[src/rtl/mbx_pkg.sv]
package mbx_pkg;
   localparam int unsigned PORTS = 2;
   localparam int unsigned LEFT  = 0;
   localparam int unsigned RIGHT = 1;

   function automatic logic [63:0] box_of(input int unsigned side, input int unsigned aw);
      logic [63:0] top;
      top = (64'd1 << aw) - 64'd1;
      return (side == RIGHT) ? top : top - 64'd1;
   endfunction
endpackage

[src/rtl/mbx_port_dec.sv]
module mbx_port_dec #(
   parameter int unsigned ADDR_W   = 15,
   parameter int unsigned OWN_BOX  = 0,
   parameter int unsigned PEER_BOX = 1
) (
   input  logic [ADDR_W-1:0] addr,
   input  logic              en,
   input  logic              we,
   output logic              own_rd,
   output logic              peer_wr
);
   localparam logic [ADDR_W-1:0] OWN_A  = ADDR_W'(OWN_BOX);
   localparam logic [ADDR_W-1:0] PEER_A = ADDR_W'(PEER_BOX);

   always_comb begin
      own_rd  = en && !we && (addr == OWN_A);
      peer_wr = en &&  we && (addr == PEER_A);
   end
endmodule

[src/rtl/mbx_flag.sv]
module mbx_flag #(
   parameter bit SET_WINS = 1'b1
) (
   input  logic clk,
   input  logic rst_n,
   input  logic set,
   input  logic clr,
   output logic irq_n
);
   logic nxt;

   generate
      if (SET_WINS) begin : g_set_first
         always_comb begin
            if (set)      nxt = 1'b0;
            else if (clr) nxt = 1'b1;
            else          nxt = irq_n;
         end
      end else begin : g_clr_first
         always_comb begin
            if (clr)      nxt = 1'b1;
            else if (set) nxt = 1'b0;
            else          nxt = irq_n;
         end
      end
   endgenerate

   always_ff @(posedge clk or negedge rst_n) begin
      if (!rst_n) irq_n <= 1'b1;
      else        irq_n <= nxt;
   end

   // a set always wins at the next edge (default priority)
   p_set_lands_r6: assert property (@(posedge clk) disable iff (!rst_n)
      (set && SET_WINS) |=> !irq_n);
   // a lone clear deasserts
   p_clr_lands_r4: assert property (@(posedge clk) disable iff (!rst_n)
      (clr && !set) |=> irq_n);
   // nothing happens, nothing changes
   p_hold_r9: assert property (@(posedge clk) disable iff (!rst_n)
      (!clr && !set) |=> $stable(irq_n));
endmodule

[src/rtl/mbx_irq_ctrl.sv]
module mbx_irq_ctrl #(
   parameter int unsigned ADDR_W   = 15,
   parameter bit          SET_WINS = 1'b1
) (
   input  logic              clk,
   input  logic              rst_n,
   input  logic [ADDR_W-1:0] left_addr,
   input  logic              left_en,
   input  logic              left_we,
   input  logic [ADDR_W-1:0] right_addr,
   input  logic              right_en,
   input  logic              right_we,
   output logic              left_irq_n,
   output logic              right_irq_n
);
   import mbx_pkg::*;

   localparam logic [ADDR_W-1:0] LEFT_BOX  = ADDR_W'(box_of(LEFT, ADDR_W));
   localparam logic [ADDR_W-1:0] RIGHT_BOX = ADDR_W'(box_of(RIGHT, ADDR_W));

   generate
      if (ADDR_W < 2 || ADDR_W > 32) begin : g_bad_width
         $error("mbx_irq_ctrl: ADDR_W must lie in 2..32");
      end
   endgenerate

   logic [ADDR_W-1:0] addr_v [PORTS];
   logic [PORTS-1:0]  en_v, we_v, own_rd, peer_wr, irq_v;

   assign addr_v[LEFT]  = left_addr;
   assign addr_v[RIGHT] = right_addr;
   assign en_v = {right_en, left_en};
   assign we_v = {right_we, left_we};

   generate
      for (genvar i = 0; i < PORTS; i++) begin : g_port
         mbx_port_dec #(
            .ADDR_W  (ADDR_W),
            .OWN_BOX (int'(box_of(i, ADDR_W))),
            .PEER_BOX(int'(box_of(PORTS - 1 - i, ADDR_W)))
         ) u_dec (
            .addr   (addr_v[i]),
            .en     (en_v[i]),
            .we     (we_v[i]),
            .own_rd (own_rd[i]),
            .peer_wr(peer_wr[i])
         );

         mbx_flag #(.SET_WINS(SET_WINS)) u_flag (
            .clk  (clk),
            .rst_n(rst_n),
            .set  (peer_wr[PORTS - 1 - i]),
            .clr  (own_rd[i]),
            .irq_n(irq_v[i])
         );
      end
   endgenerate

   assign left_irq_n  = irq_v[LEFT];
   assign right_irq_n = irq_v[RIGHT];

   // left write into right mailbox raises right flag
   p_left_sets_right_r2: assert property (@(posedge clk) disable iff (!rst_n)
      (left_en && left_we && left_addr == RIGHT_BOX && SET_WINS) |=> !right_irq_n);
   // right write into left mailbox raises left flag
   p_right_sets_left_r3: assert property (@(posedge clk) disable iff (!rst_n)
      (right_en && right_we && right_addr == LEFT_BOX && SET_WINS) |=> !left_irq_n);
   // self write leaves own flag alone
   p_self_write_r5: assert property (@(posedge clk) disable iff (!rst_n)
      (left_en && left_we && left_addr == LEFT_BOX &&
       !(right_en && right_we && right_addr == LEFT_BOX))
      |=> left_irq_n == $past(left_irq_n));
   // non-owner read does not clear
   p_foreign_read_r8: assert property (@(posedge clk) disable iff (!rst_n)
      (!right_irq_n && left_en && !left_we && left_addr == RIGHT_BOX &&
       !(right_en && !right_we && right_addr == RIGHT_BOX)) |=> !right_irq_n);
endmodule

[config.mk]
export PLATFORM = sky130hd
export DESIGN_NAME = mbx_irq_ctrl
export DESIGN_NICKNAME = d
export VERILOG_FILES = /design/src/rtl/mbx_pkg.sv /design/src/rtl/mbx_port_dec.sv /design/src/rtl/mbx_flag.sv /design/src/rtl/mbx_irq_ctrl.sv
export SDC_FILE = /design/constraint.sdc
export NUM_CORES = 1
export LEC_CHECK = 0
export ABC_AREA = 1
export ABC_CLOCK_PERIOD_IN_PS = 800
export BUFFER_PORTS_ARGS = -buffer_cell sky130_fd_sc_hd__buf_2
export CAP_MARGIN = 15
export CORE_AREA = 3 3 40 42
export CTS_BUF_LIST = sky130_fd_sc_hd__clkbuf_4
export CTS_CLUSTER_DIAMETER = 120
export DETAILED_ROUTE_END_ITERATION = 10
export DIE_AREA = 0 0 43 45
export GPL_TIMING_DRIVEN = 0
export SLEW_MARGIN = 20
export SYNTH_ARGS = -nofsm -noshare
export SYNTH_HDL_FRONTEND = slang
export SYNTH_SLANG_ARGS = --single-unit
[constraint.sdc]
create_clock -name clk -period 0.8 [get_ports clk]
set_input_delay 0.2 -clock clk [delete_from_list [all_inputs] [get_ports clk]]
set_output_delay 0.2 -clock clk [all_outputs]
set_load 0.02 [all_outputs]
==> Word level (Yosys, flattened, before mapping) <==
Index checks and enable logic that the tools add are counted.
{ "word_totals": {"in_bits": 36, "reg_bits": 2, "output_inout_bits": 2, "elab_cells": 22} }
{ "classes": {"mux": 4, "eq_ne": 4, "n_reduce_logical": 12} }
{ "op_table": {"columns": ["operator", "n"], "rows": [
  ["equality test 15 bit, second input constant", 4],
  ["logical AND 1 bit", 8],
  ["two-way mux 1 bit", 4],
  ["nonzero test 2 bit", 2],
  ["zero test 1 bit", 2]
]} }

==> Logic depth before layout (Yosys ltp) <==
{ "depth": {"depth_word": 5, "depth_mapped": 6, "mapped_depth_nobuf": 6} }

==> Modules after synthesis <==
A second synthesis with hierarchy kept.
{ "hier_totals": {"cells_unflattened": 43, "area_unflattened_um2": 231.5} }
{ "by_module_without_submodules": {"columns": ["module", "cells_each", "area_per_inst_um2", "seq_area_each_um2", "n_inst"], "rows": [
  ["mbx_port_dec (g_port[0].u_dec)", 18, 82.6, 0.0, 1],
  ["mbx_port_dec (g_port[1].u_dec)", 19, 81.3, 0.0, 1],
  ["mbx_flag", 3, 33.8, 26.3, 2]
]} }

==> Worst setup path after synthesis <==
Ideal clock, no wire load.
{ "synth_path": {"path_kind": "reg-to-reg", "startpoint": "register, netlist name g_port[0].u_flag.irq_n", "endpoint": "register g_port[0].u_flag.irq_n", "period_less_slack_ns": 0.763, "required_ns": 0.733, "path_stages_with_launch": 3, "setup_time_ns": 0.067, "t_arrival_ns": 0.696, "path_buffers": 0, "path_slack_ns": 0.037, "path_cell_list": "dfstp_2 -> nor2_1 -> nor2_1"} }
{ "synth_lines": {"columns": ["item", "line", "source"], "rows": [
  ["to (signal assigned)", "mbx_flag.sv:30", "else irq_n <= nxt;"],
  ["to (decl)", "mbx_flag.sv:8", "output logic irq_n"]
]} }

==> Worst setup path in the final report <==
{ "layout_path": {"startpoint": "register g_port[1].u_flag.irq_n", "endpoint": "output right_irq_n"} }
{ "layout_lines": {"columns": ["item", "line", "source"], "rows": [
  ["from (decl)", "mbx_flag.sv:8", null],
  ["from (signal assigned)", "mbx_flag.sv:30", null],
  ["to (decl)", "mbx_irq_ctrl.sv:14", "output logic right_irq_n"]
]} }
No word-level cell between the ends.

==> impl_metrics.toml <==
[grt]
grt_pass1_wl_um = 1210
grt_util_met2_pct = 14.7
grt_busiest_layer = "met2"
grt_max_degree = 3
grt_overflow = 0
grtUsageTotal_pct = 8.16
grtUsageMet3_pct = 0
antenna_found_initial = 0
use_met1_pct = 8.92
grt_pass1_vias = 373

[layout]
largestRegisters = "g_port.u_flag.irq_n (2)"
fin_nets = 127
syn_to_final_growth_pct = 103
largest_reg_flops = 2
n_antenna_cell = 0
stdcell_area_um2 = 492
drive_gt1_share_pct = 52.8
fin_util_pct = 38.3
top_register = "g_port.u_flag.irq_n"

[hold_path]
hp-class = "input pin to register"
hold_path_depth = 4
holdCritStartpoint = "right_we"
min_to = "g_port[0].u_flag.irq_n"

[synth]
syn-num-nets = 84
ys_warn_count = 0
synth_top_cells_by_count = "22 x nand2_1, 12 x nor2_1, 5 x nor2_2"
synth_area_leaders = "nand2_1 34%, dfstp_2 22%, nor2_1 19%"
synthArstFlopShare_pct = 100
synthesis.area_um2 = 243
synth_edf_count = 0
yosysMostFrequentCell = "nand2_1"
synthSimpleGateAreaFrac_pct = 73.7
synth_top_family_by_area = "simple AND/OR/NAND/NOR gates"
netlist_instances = 48
synth_mux_area_share_pct = 0
syn_area_per_cell_um2 = 5.06
synth_largest_area_cell = "nand2_1"
ys_seq_elements = 2
synth_compound_area_share_pct = 0
synth.yosys.seq_area_share_pct = 21.6
synth-xor-area-share_pct = 0
yosys.area_share.adder_pct = 0
synth_flop_cell = "dfstp_2"
yosys.cell_types.count = 7
synth_top_cell_area_share_pct = 34.0

[power_and_ir_drop]
p_leak_nw = 0.269
p_sw_share_pct = 24.6
internal_power_w = 0.000347
p_seq_share_pct = 22.3
p_total_w = 0.000460
combPwrFrac_pct = 27.8
clkPwrFrac_pct = 49.9
p_sw_w = 0.000113
power.density_nw_per_um2 = 936
vdd_ir_drop_max_mv = 0.439

[worst_setup_path]
cp_slowest_stage_delay_ns = 0.53
r2r.worst_path.cells = 2
regToRegSetupSlack_ns = 0.08
arrival_ns = 0.87
rr_startpoint = "g_port[1].u_flag.irq_n"
reg2reg_to = "g_port[1].u_flag.irq_n"
crit_chain = "buf_6"
crit_fanout = 2
worstSetupStartpointType = "register"
required_ns = 0.60
cpMaxStageDelayCell = "dfstp_2"
worst_setup_path_end_kind = "output pin"
worstPathBufferInverterCount = 1
path_class = "register to output pin"
crit_family = "flip-flops"

[sta]
holdWs_ns = 0.319
relSlewSlack_pct = 88.5
period_needed_ns = 1.07
setup_viol = 2
timing.final.ws_setup_ns = -0.268
hold_viol_final = 0
fmax_ghz = 0.936
rsz0062_at_grt = "yes"
worst_pin_slew_ns = 0.172
fin_crit_sh_pct = 133
finalMaxSlewViolations = 0
skew_ns = 0

[cts]
clock_sinks = 2
root_buffer = "clkbuf_4"
clock_path_buffers = 2
cts_tree = "done"
postCtsSetupBuffers = 0
cts_buffers = 3
clock_latency_ns = 0.23
htreeDepth = 1
path_clk_slew_ns = 0.03

[status]
violations = "setup timing"
outcome = "finished with violations"

[die]
die_height_um = 45
start_util_pct = 18.9
die-area_um2 = 1940
die_w_um = 43
core_area_um2 = 1280
rows = 13
num_io_pins = 38

[drt]
drt_pre_antenna_iters = 4
vias = 399
drtIter0Drc = 2
viasPerCell = 3.84
wirelength_um = 782
drtAntennaViolNets = 0
drc = 0
post_drt_wl_per_cell_um = 7.52

[place]
numPortBuffers = 37
pre_cts_slack_ns = -0.0642
dpl_cell_area_um2 = 447
dpl.hpwl_um = 685
gp_congestion = 0.681

[job]
maxCapViolations = 0
==> metal layers <==
layer,part of all wire (%),vias to the layer above,wire [µm]
li1,-,227,-
met1,34,150,269
met2,54,22,422
met3,12,0,90
met4,0,0,0
met5,0,-,0
==> power by group through the flow <==
stage | Clock, W | Sequential [W] | Combinational [W]
2_1_floorplan | 0 | 0.000103 | 0.0000379
3_3_place_gp | 0 | 0.000103 | 0.000122
3_5_place_dp | 0 | 0.000103 | 0.000126
4_1_cts | 0.000246 | 0.000102 | 0.000130
5_1_grt | 0.000250 | 0.000102 | 0.000148
6_report | 0.000230 | 0.000102 | 0.000128
==> kinds of logic after synthesis <==
group,Yosys count
flip-flops,2
buffers and inverters,3
AND/OR/NAND/NOR,43
==> worst max-delay path by stage <==
stage	start	cells past startpoint	slack, ns	endpoint
4_1_cts	g_port[1].u_flag.irq_n	1	-0.28	right_irq_n
3_5_place_dp	g_port[1].u_flag.irq_n	1	-0.06	right_irq_n
2_1_floorplan	g_port[0].u_flag.irq_n	2	0.04	g_port[0].u_flag.irq_n
5_1_grt	g_port[1].u_flag.irq_n	1	-0.29	right_irq_n
6_report	g_port[1].u_flag.irq_n	1	-0.27	right_irq_n
3_3_place_gp	g_port[0].u_flag.irq_n	1	-0.06	left_irq_n
==> worst min-delay path, stage by stage <==
cell and delay [ns]:
buf_2 0.10, nand2_1 0.05, nor3_1 0.05, nor2_1 0.10
==> timing repair <==
action                                  in CTS  in global routing
endpoints found under the setup margin       2                  2
gates resized for setup                      4                  0
hold endpoints to repair                     2                  0
gates cloned                                 0                  0
hold buffers                                 1                  0
==> cells in the final DEF (no fill, tap or decap) <==
| cell | Yosys | final |
|---|---|---|
| buf_2 | 0 | 35 |
| clkbuf_4 | 0 | 3 |
| nor2_2 | 5 | 5 |
| nand3_1 | 2 | 2 |
| inv_1 | 3 | 3 |
| buf_6 | 0 | 2 |
| nor3_1 | 2 | 2 |
| nor2_1 | 12 | 12 |
| dlygate4sd3_1 | 0 | 1 |
| nand2_1 | 22 | 22 |
| dfstp_2 | 2 | 2 |
==> stage by stage <==
step / setup TNS [ns] / cells
final: -0.528 / 104
after global placement: -0.188 / 100
after CTS: -0.556 / 104
after detailed placement: -0.206 / 100
after global routing: -0.571 / 104
after floorplan: 0 / 48
==> area by class of cell <==
cell class | instances | area [µm²]
sequential | 2 | 52.6
inverter | 3 | 11.3
fill | 154 | 793
clock buffer | 3 | 22.5
tap | 15 | 18.8
timing repair buffer | 38 | 208
multi-input combinational | 43 | 179
Note: power is estimated with default switching activity, not from simulation.
